--- src/rtl/ccc_pkg.sv ---
package ccc_pkg;

  typedef enum logic [2:0] {
    ST_IDLE     = 3'd0,
    ST_BUSY     = 3'd1,
    ST_WFVLDCLR = 3'd2
  } ch_state_e;

  // register word indices (byte address bits [4:2])
  localparam logic [2:0] REG_WDATA  = 3'd0;
  localparam logic [2:0] REG_CMD    = 3'd1;
  localparam logic [2:0] REG_RDATA  = 3'd2;
  localparam logic [2:0] REG_RDY    = 3'd3;
  localparam logic [2:0] REG_STATUS = 3'd4;
  localparam logic [2:0] REG_INIT   = 3'd5;

  // command word field positions
  localparam int OPC_LSB = 30;
  localparam int WE_BIT  = 29;
  localparam int SID_LSB = 24;
  localparam int BC_LSB  = 16;

endpackage

--- src/rtl/ccc_cmd_unpack.sv ---
module ccc_cmd_unpack
  import ccc_pkg::*;
#(
  parameter int ADDR_W = 16,
  parameter int SID_W  = 4,
  parameter int BC_W   = 1
) (
  input  logic [31:0]       cmd_i,
  output logic [1:0]        opc_o,
  output logic              we_o,
  output logic [SID_W-1:0]  sid_o,
  output logic [BC_W-1:0]   bc_o,
  output logic [ADDR_W-1:0] addr_o
);

  assign opc_o  = cmd_i[OPC_LSB +: 2];
  assign we_o   = cmd_i[WE_BIT];
  assign sid_o  = cmd_i[SID_LSB +: SID_W];
  assign bc_o   = cmd_i[BC_LSB +: BC_W];
  assign addr_o = cmd_i[ADDR_W-1:0];

  logic unused_cmd_bits;
  assign unused_cmd_bits = ^cmd_i;

endmodule

--- src/rtl/ccc_fsm.sv ---
module ccc_fsm
  import ccc_pkg::*;
(
  input  logic      clk_i,
  input  logic      rst_ni,
  input  logic      cmd_wr_i,
  input  logic      init_ok_i,
  input  logic      clr_wr_i,
  input  logic      ack_i,
  input  logic      is_write_i,
  output ch_state_e state_o,
  output logic      accept_o,
  output logic      reject_o,
  output logic      rd_done_o
);

  ch_state_e state_q, state_d;

  assign accept_o  = cmd_wr_i && (state_q == ST_IDLE) && init_ok_i;
  assign reject_o  = cmd_wr_i && !accept_o;
  assign rd_done_o = (state_q == ST_BUSY) && ack_i && !is_write_i;

  always_comb begin
    state_d = state_q;
    unique case (state_q)
      ST_IDLE:     if (accept_o) state_d = ST_BUSY;
      ST_BUSY:     if (ack_i) state_d = is_write_i ? ST_IDLE : ST_WFVLDCLR;
      ST_WFVLDCLR: if (clr_wr_i) state_d = ST_IDLE;
      default:     state_d = ST_IDLE;
    endcase
  end

  always_ff @(posedge clk_i or negedge rst_ni) begin
    if (!rst_ni) state_q <= ST_IDLE;
    else         state_q <= state_d;
  end

  assign state_o = state_q;

endmodule

--- src/rtl/ccc_rsp_pack.sv ---
module ccc_rsp_pack #(
  parameter int MAX_BYTES = 2,
  parameter int BC_W      = 1
) (
  input  logic [MAX_BYTES*8-1:0] rsp_i,
  input  logic [BC_W-1:0]        bc_i,
  output logic [31:0]            data_o
);

  logic [31:0] bc_ext;
  assign bc_ext = {{(32-BC_W){1'b0}}, bc_i};

  for (genvar i = 0; i < 4; i++) begin : g_byte
    if (i < MAX_BYTES) begin : g_live
      assign data_o[8*i +: 8] = (bc_ext >= 32'(i)) ? rsp_i[8*i +: 8] : 8'h00;
    end else begin : g_zero
      assign data_o[8*i +: 8] = 8'h00;
    end
  end

endmodule

--- src/rtl/cmd_channel_ctrl.sv ---
module cmd_channel_ctrl
  import ccc_pkg::*;
#(
  parameter int ADDR_W    = 16,
  parameter int SID_W     = 4,
  parameter int MAX_BYTES = 2,
  parameter int BUS_AW    = 5,
  localparam int BC_W     = (MAX_BYTES > 1) ? $clog2(MAX_BYTES) : 1
) (
  input  logic                   clk_i,
  input  logic                   rst_ni,
  input  logic                   init_done_i,
  input  logic [BUS_AW-1:0]      bus_addr_i,
  input  logic                   bus_we_i,
  input  logic [31:0]            bus_wdata_i,
  output logic [31:0]            bus_rdata_o,
  output logic                   req_o,
  output logic [1:0]             req_opc_o,
  output logic                   req_we_o,
  output logic [SID_W-1:0]       req_sid_o,
  output logic [BC_W-1:0]        req_bc_o,
  output logic [ADDR_W-1:0]      req_addr_o,
  output logic [31:0]            req_wdata_o,
  input  logic                   ack_i,
  input  logic [MAX_BYTES*8-1:0] rsp_data_i
);

  localparam int IDX_W = BUS_AW - 2;

  logic [IDX_W-1:0] reg_idx;
  assign reg_idx = bus_addr_i[BUS_AW-1:2];

  logic wr_wdata, wr_cmd, wr_clr;
  assign wr_wdata = bus_we_i && (reg_idx == IDX_W'(REG_WDATA));
  assign wr_cmd   = bus_we_i && (reg_idx == IDX_W'(REG_CMD));
  assign wr_clr   = bus_we_i && (reg_idx == IDX_W'(REG_RDY)) && bus_wdata_i[0];

  logic [31:0] wdata_q, cmd_q, rdata_q, wdata_lat_q;
  logic        err_q, init_q;

  ch_state_e state;
  logic      accept, reject, rd_done;

  ccc_fsm u_fsm (
    .clk_i      (clk_i),
    .rst_ni     (rst_ni),
    .cmd_wr_i   (wr_cmd),
    .init_ok_i  (init_q),
    .clr_wr_i   (wr_clr),
    .ack_i      (ack_i),
    .is_write_i (req_we_o),
    .state_o    (state),
    .accept_o   (accept),
    .reject_o   (reject),
    .rd_done_o  (rd_done)
  );

  ccc_cmd_unpack #(
    .ADDR_W (ADDR_W),
    .SID_W  (SID_W),
    .BC_W   (BC_W)
  ) u_unpack (
    .cmd_i  (cmd_q),
    .opc_o  (req_opc_o),
    .we_o   (req_we_o),
    .sid_o  (req_sid_o),
    .bc_o   (req_bc_o),
    .addr_o (req_addr_o)
  );

  logic [31:0] rsp_packed;

  ccc_rsp_pack #(
    .MAX_BYTES (MAX_BYTES),
    .BC_W      (BC_W)
  ) u_pack (
    .rsp_i  (rsp_data_i),
    .bc_i   (req_bc_o),
    .data_o (rsp_packed)
  );

  always_ff @(posedge clk_i or negedge rst_ni) begin
    if (!rst_ni) begin
      wdata_q     <= '0;
      cmd_q       <= '0;
      rdata_q     <= '0;
      wdata_lat_q <= '0;
      err_q       <= 1'b0;
      init_q      <= 1'b0;
    end else begin
      init_q <= init_done_i;
      if (wr_wdata) wdata_q <= bus_wdata_i;
      if (accept) begin
        cmd_q       <= bus_wdata_i;
        wdata_lat_q <= wdata_q;
        err_q       <= 1'b0;
      end else if (reject) begin
        err_q <= 1'b1;
      end
      if (rd_done) rdata_q <= rsp_packed;
    end
  end

  assign req_o       = (state == ST_BUSY);
  assign req_wdata_o = wdata_lat_q;

  always_comb begin
    bus_rdata_o = '0;
    unique case (reg_idx)
      IDX_W'(REG_WDATA):  bus_rdata_o = wdata_q;
      IDX_W'(REG_CMD):    bus_rdata_o = cmd_q;
      IDX_W'(REG_RDATA):  bus_rdata_o = rdata_q;
      IDX_W'(REG_STATUS): bus_rdata_o = {28'd0, state, err_q};
      IDX_W'(REG_INIT):   bus_rdata_o = {31'd0, init_q};
      default:            bus_rdata_o = '0;
    endcase
  end

  logic unused_addr_bits;
  assign unused_addr_bits = ^bus_addr_i[1:0];

endmodule

--- config.mk ---
export PLATFORM = sky130hd
export DESIGN_NAME = cmd_channel_ctrl
export DESIGN_NICKNAME = d
export VERILOG_FILES = /design/src/rtl/ccc_pkg.sv /design/src/rtl/ccc_cmd_unpack.sv /design/src/rtl/ccc_fsm.sv /design/src/rtl/ccc_rsp_pack.sv /design/src/rtl/cmd_channel_ctrl.sv
export SDC_FILE = /design/constraint.sdc
export NUM_CORES = 1
export LEC_CHECK = 0
export BUFFER_PORTS_ARGS = -buffer_cell sky130_fd_sc_hd__buf_2
export CORE_UTILIZATION = 30
export DETAILED_ROUTE_END_ITERATION = 8
export HOLD_SLACK_MARGIN = 0.03
export PLACE_DENSITY = 0.55
export SYNTH_ARGS = -nofsm -noshare
export SYNTH_HDL_FRONTEND = slang
export SYNTH_SLANG_ARGS = --single-unit
--- constraint.sdc ---
create_clock -name clk_i -period 3.42 [get_ports clk_i]
set_clock_uncertainty 0.15 [all_clocks]
set_input_delay 0.684 -clock clk_i [delete_from_list [all_inputs] [get_ports clk_i]]
set_output_delay 0.684 -clock clk_i [all_outputs]
set_load 0.02 [all_outputs]
-- Yosys cells after proc, flatten, opt, wreduce, memory -nomap -nowiden
Cells that the tools add are included.
W data, S select, Z words.
- reductions and logical operators: 15
- equality and inequality tests: 10
- multiplexer cells: 10
- magnitude comparators: 2
- operator list (operator ; count):
    $pmux W32 S5 ; 1
    $mux W8 ; 2
    $eq A3 B2 Y1 const B ; 3
    $logic_and A1 B1 Y1 ; 9
    $mux W3 ; 3
    $pmux W3 S3 ; 1
    $eq A3 B1 Y1 const B ; 2
    $eq A3 B3 Y1 const B ; 2
    $logic_not A3 Y1 ; 2
    $ne A2 B1 Y1 const B ; 3
    $reduce_and A3 Y1 ; 1
    $ge A1 B1 Y1 const B ; 2
    $logic_not A1 Y1 ; 2
    $mux W1 ; 2
    $mux W2 ; 1
    $reduce_bool A2 Y1 ; 1
- word-level logic and storage cells: 44
- input port bits: 58
- flip-flop bits (word level): 117

-- Longest topological paths before layout
Gate-level depths: netlist of the first run.
- word-level depth: 8
- gate-level depth with buffers: 6
- depth with buffers taken out: 3

-- Hierarchy
From an unflattened synthesis of the first run, not the netlist that was laid out.
- cells, all modules: 496
- area total of the unflattened synthesis: 6332.3 µm²
- by module, submodules not included (module ; cells each ; sequential area each (µm²) ; instances ; area an instance (µm²)):
    cmd_channel_ctrl ; 426 ; 3253.1 ; 1 ; 5796.8
    ccc_rsp_pack ; 33 ; 0.0 ; 1 ; 234.0
    ccc_cmd_unpack ; 24 ; 0.0 ; 1 ; 180.2
    ccc_fsm ; 13 ; 50.0 ; 1 ; 121.4

-- Worst setup path after synthesis of the first run
No wires, ideal clock.
- path kind: input -> output
- start: input bus_addr_i[2]
- end: output bus_rdata_o[2]
- setup slack: 644 ps
- stages on the path: 5
- arrival time: 1942 ps
- required time: 2586 ps
- cells stage by stage: clkbuf_1 > buf_2 > buf_1 > a21oi_1 > a22oi_1
- cells in the longest elaborated chain, start to end: 2
- elaborated cells on any way between the ends: 6
- classes of those cells: eq/ne (4); mux (1); reduce/logical (1)
- RTL lines (item ; line ; RTL):
    start, declared ; cmd_channel_ctrl.sv:13 ; input logic [BUS_AW-1:0] bus_addr_i,
    $eq A3 B3 Y1, or another cell as far along ; cmd_channel_ctrl.sv:109 ; unique case (reg_idx)
    $pmux W32 S5 (*) ; cmd_channel_ctrl.sv:109 ;
    end, declared ; cmd_channel_ctrl.sv:16 ; output logic [31:0] bus_rdata_o,
Every way passes the cells marked *; elsewhere a longest branch is shown, timed or not.

-- Final worst setup path of the first run
- start: input bus_addr_i[2]
- end: output bus_rdata_o[14]
The elaborated chain is that of the path after synthesis.

==> impl_metrics.yaml, run 1 <==
finish:
  postLayoutCellArea_sq_um: 6807
  final_core_util_pct: 39.08
  antenna_cells: 0
  fin_nets: 592
  fillers: 1719
  seqCellArea_sq_um: 2903
  area_delta_synth_final_pct: 26.34
  multi_input_comb_area_sq_um: 2177
  drive_above_1_share_pct: 55.78
  fin_cells: 770
grt:
  track_usage_pct: 14.97
  antenna_found_initial: 2
  grt_overflow_total: 0
  grt_max_degree: 67
  grt_pass1_vias: 3819
  grt_pass1_wl_mm: 20.62
cts:
  clk_latency_ns: 0.41
  ctsResizeCount: 0
  cts.sinks: 116
  cts_tree: "done"
  cts_buffers: 17
  cts.hold.buffers_added: 0
  cts.reportedPaths.clkPinSlew_ns: 0.05
  cts-root-buf: "clkbuf_16"
  clk_path_buf_depth: 2
  post-cts-setup-buffers: 0
  ctsHtreeMaxLevel: 4
pwr:
  powerDensity_nw_per_um2: 785.8
  ir_worst_vdd_mv: 0.3320
  leakage_uw: 0.003456
synth:
  syn_area_sq_um: 5388
  ys_top_cells_by_area: "dfrtp_1 (54%), mux2_2 (14%), mux2_4 (11%), mux2i_1 (5.8%), buf_4 (3.1%)"
  syn_inst: 407
  yosysMostFrequentCell: "dfrtp_1"
  yosysUniqueCellTypes: 28
  synth_edf_count: 0
  yosys.area.top_type: "dfrtp_1"
  syn_nets: 465
  ys_seq_area_share_pct: 53.88
  ys.flop_type: "dfrtp_1"
  ys_ff_latch: 116
  ys_top_cells_by_count: "dfrtp_1 (116), mux2_2 (67), mux2_4 (38)"
  postSynth.asyncResetShare_pct: 100.0
  avgSynthCellArea_sq_um: 13.24
  synth_top_area_share_pct: 53.88
  yosysWarnings: 0
placement:
  portBuffers: 144
  gp_congestion: 0.7461
  placed_area_sq_um: 6216
  dp_hpwl_mm: 8.756
  dpl.cell_count: 740
critical_path:
  regToRegEndpoint: "cmd_q[6]"
  cpPeakStageDelay_ns: 0.58
  crit_cells: 5
  startpoint: "bus_addr_i[2]"
  critical_path_buf_inv_count: 2
  cp-endpoint: "bus_rdata_o[14]"
  cpMostUsedCell: "buf_2"
  path_class: "in2out"
  cp.required_ns: 2.59
  r2r_slack_ns: 1.39
  r2r-start: "u_fsm.state_o[1]"
  cp-start-kind: "input pin"
  crit_chain: "buf_2 -> mux2i_1 -> or2_2 -> a21oi_1 -> buf_2"
  worstRegToRegCells: 3
  cp.arrival_ns: 2.15
  crit_family: "buffers and inverters"
  worstPathMaxFanout: 20
  crit_path_end_kind: "primary output"
  slowest_stage: "buf_2"
die:
  die_area_sq_um: 18500
  core_area_sq_um: 17420
  rows: 48
  die_y_um: 136.0
  chipWidth_um: 136.0
  initial_core_util_pct: 30.93
  io_pins: 147
timing:
  hold_ws_ns: 0.1651
  timing_hold_violations_final: 0
  rsz0062_at_grt: "no"
  slew_headroom_pct: 49.65
  setup_violations: 0
  final.min_clock_period_ns: 2.982
  slew_viol_final: 0
  worstMarginPinSlew_ns: 0.7553
  fin_setup_tns_ns: 0
  fin_crit_sh_pct: 87.20
  fmax_mhz: 335.3
detailed_routing:
  wl_per_cell_um: 17.04
  drtPass1Iterations: 4
  vias: 3548
  drt.antenna.violating_nets: 0
  drt_iter0_drc: 74
  viasPerCell: 4.608
  drc: 0
  drt-total-wl_mm: 13.12
run_status:
  status: "completed"
hold_path:
  min_path_type: "in2async"
run:
  drv_cap: 0
layout by cell type (no fill, tap or decap):
cell type,instances
nand2b_1,1
mux2_2,67
clkinvlp_4,4
clkbuf_1,2
mux2_4,38
o31ai_1,2
nor2b_1,3
nor3b_4,1
dfrtp_1,116
a2bb2oi_1,1
mux2i_1,31
clkinv_2,2
o21ai_0,8
nor2_1,19
clkbuf_16,17
o311ai_0,1
a22oi_1,1
nand2_1,35
buf_12,3
clkbuf_8,2
buf_2,143
bufinv_16,3
or2_2,13
or4_4,1
or2_1,1
o21a_1,1
a32oi_1,1
inv_1,1
buf_4,10
nand4bb_1,2
a21oi_1,14
o211ai_1,1
flip-flops by register name, summed over array words and instances (netlist names):
register and flops:
cmd_q 32, req_wdata_o 32, wdata_q 32, rdata_q 16
u_fsm.state_o 2, err_q 1, init_q 1
metal layers:
layer / vias to the layer above / share of wire [%] / global-route usage (%)
li1: 1635 / - / -
met1: 1793 / 43 / 17.91
met2: 102 / 48 / 24.53
met3: 14 / 7.4 / 6.152
met4: 4 / 0.99 / 4.259
met5: - / 0.21 / 0
how the worst min path moves through the flow:
stage / slack [ns] / from / to
6_report: 0.17 / rst_ni / wdata_q[26]
5_1_grt: 0.21 / rst_ni / req_wdata_o[22]
4_1_cts: 0.18 / rst_ni / req_wdata_o[24]
3_5_place_dp: 0.32 / rdata_q[15] / rdata_q[15]
3_3_place_gp: 0.32 / rdata_q[11] / rdata_q[11]
2_1_floorplan: 0.24 / rst_ni / cmd_q[0]
metrics by stage:
step	total power, uW	setup WS [ns]
after global routing	5631	0.3532
after CTS	5427	0.4173
after detailed placement	3600	0.4168
final	5349	0.4379
after floorplan	3194	0.6439
after global placement	3545	0.3698
logic make-up after synthesis:
family,count (synthesis),synth area share (%)
compound gates,30,3.228
simple gates,76,6.712
buf+inv,49,5.829
flops,116,53.88
mux,136,30.35
cell type report:
cell class / count / share of cell area [%]
Sequential cell: 116 / 42.65
Multi-Input combinational cell: 242 / 31.99
Timing Repair Buffer: 156 / 12.50
Clock buffer: 21 / 6.765
Tap cell: 225 / 4.136
Clock inverter: 9 / 1.912
Inverter: 1 / 0.05515
where the power goes:
group          total, uW  internal, uW  switching [uW]
Sequential          2100          1810             292
Combinational       1460           720             740
Clock               1790          1170             615
Total               5350          3700            1650
Note: power is estimated with default switching activity, not from simulation.
==> run 2, diff against run 1 <==
Settings changed: SETUP_SLACK_MARGIN set to 0.5.
==> run 2 against run 1 <==
Effect of this change: largest cell class unchanged; largest power group unchanged; critical path type unchanged; fmax is 8.3% higher; clock power hardly changed; sequential share of layout area hardly changed; critical path depth is 1 higher; critical endpoint is now bus_rdata_o[2]; worst hold slack hardly changed; register-to-register slack hardly changed; flip-flop and latch count stayed put; die area stayed put; highest routed layer unchanged.
==> impl_metrics.yaml, run 2 (synthesis results as in run 1) <==
critical_path:
  crit_path_end_kind: "primary output"
  startpoint: "bus_addr_i[4]"
  cpMostUsedCell: "buf_2"
  slowest_stage: "buf_2"
  worstRegToRegCells: 3
  cp-start-kind: "input pin"
  worstPathMaxFanout: 13
  cp.required_ns: 2.59
  regToRegEndpoint: "cmd_q[6]"
  r2r_slack_ns: 1.39
  cp.arrival_ns: 1.92
  r2r-start: "u_fsm.state_o[1]"
  path_class: "in2out"
  cpPeakStageDelay_ns: 0.28
  crit_chain: "buf_2 -> buf_4 -> nor2b_1 -> a2bb2oi_1 -> a22oi_1 -> buf_2"
grt:
  antenna_found_initial: 2
  grt_max_degree: 67
  track_usage_pct: 14.96
  grt_pass1_vias: 3818
  grt_pass1_wl_mm: 20.60
  grt_overflow_total: 0
cts:
  cts.reportedPaths.clkPinSlew_ns: 0.05
  cts.sinks: 116
  clk_latency_ns: 0.41
  cts-root-buf: "clkbuf_16"
  clk_path_buf_depth: 2
  cts_tree: "done"
  ctsHtreeMaxLevel: 4
  cts_buffers: 17
finish:
  fillers: 1720
  fin_cells: 770
  antenna_cells: 0
  final_common_cell: "buf_2"
  final_core_util_pct: 39.09
  final_cell_mix: "buf_2 (142), dfrtp_1 (116), mux2_2 (67)"
  drive_above_1_share_pct: 55.78
  area_delta_synth_final_pct: 26.38
  fin_nets: 592
placement:
  dp_hpwl_mm: 8.756
  portBuffers: 144
  dpl_worst_slack_ns: 0.4168
  gp_congestion: 0.7461
  dpl.cell_count: 740
detailed_routing:
  vias: 3547
  drt.antenna.violating_nets: 0
  drc: 0
  viasPerCell: 4.606
  wl_per_cell_um: 17.03
  drt_iter0_drc: 78
  drt-total-wl_mm: 13.12
  drtPass1Iterations: 4
die:
  die_area_sq_um: 18500
  io_pins: 147
  die_y_um: 136.0
  rows: 48
  initial_core_util_pct: 30.93
  core_area_sq_um: 17420
  chipWidth_um: 136.0
timing:
  fmax_mhz: 363.1
  fin_setup_tns_ns: 0
  slew_viol_final: 0
  slew_headroom_pct: 53.11
  rsz0062_at_grt: "no"
  hold_ws_ns: 0.1655
  worstMarginPinSlew_ns: 0.7034
  final.setup.worst_slack_ns: 0.6657
  fin_crit_sh_pct: 80.54
  timing_hold_violations_final: 0
  final.min_clock_period_ns: 2.754
  setup_violations: 0
hold_path:
  min_path_type: "in2async"
pwr:
  combPwrFrac_pct: 27.3
  netSwitchingPower_uw: 1648
  leakage_uw: 0.003457
  intPower_uw: 3701
  switching_share_pct: 30.80
  ir_worst_vdd_mv: 0.3319
  clkPwrFrac_pct: 33.4
  pwr-share-seq_pct: 39.3
  powerDensity_nw_per_um2: 785.5
run:
  drv_cap: 0
run_status:
  status: "completed"
-- run 2: cell types whose count changed in the layout (fill, tap and decap cells not counted) --
cell and change:
buf_2 -1, buf_4 +1
-- run 2: power groups by stage --
stage,registers (uW),logic (uW),clock network [uW]
2_1_floorplan,2240,959,0
3_3_place_gp,2090,1450,0
4_1_cts,2110,1480,1840
3_5_place_dp,2120,1480,0
5_1_grt,2160,1570,1900
6_report,2100,1460,1790
-- run 2: worst max-delay path by stage --
stage	endpoint	slack, ns	cells past startpoint
after floorplan	bus_rdata_o[2]	0.64	5
after CTS	bus_rdata_o[2]	0.65	6
final	bus_rdata_o[2]	0.67	6
after detailed placement	bus_rdata_o[14]	0.42	5
after global placement	bus_rdata_o[14]	0.37	5
after global routing	bus_rdata_o[2]	0.51	6
-- run 2: repair_timing --
| action | 4_1_cts | 5_1_grt |
|---|---|---|
| hold buffers | 0 | 0 |
| gates resized for setup | 1 | 0 |
| endpoints found under the setup margin | 5 | 0 |
| setup buffers | 0 | 0 |
-- run 2: metal layers --
metal / global-route usage, % / wire length, um
met5: 0 / 27
met3: 6.152 / 974
met2: 24.42 / 6291
met1: 17.98 / 5692
met4: 4.259 / 130
-- run 2: metrics by stage --
stage                     area (sq um)  power [uW]
final                             6809        5348
after detailed placement          6216        3600
after global placement            6216        3545
after global routing              6809        5631
after floorplan                   5388        3194
after CTS                         6809        5427
-- run 2: area by class of cell --
type                            instances  area [sq um]  area share (%)
Multi-Input combinational cell        242          2177           31.97
Sequential cell                       116          2903           42.63
Clock buffer                           21         460.4           6.762
Clock inverter                          9         130.1           1.911
Inverter                                1         3.754         0.05513
Tap cell                              225         281.5           4.135
Timing Repair Buffer                  156         853.3           12.53
-- run 2: worst max-delay path, delay by kind of cell --
kind / cells / cell delay, ns
buf+inv: 3 / 0.71
simple gates: 1 / 0.26
compound gates: 2 / 0.26
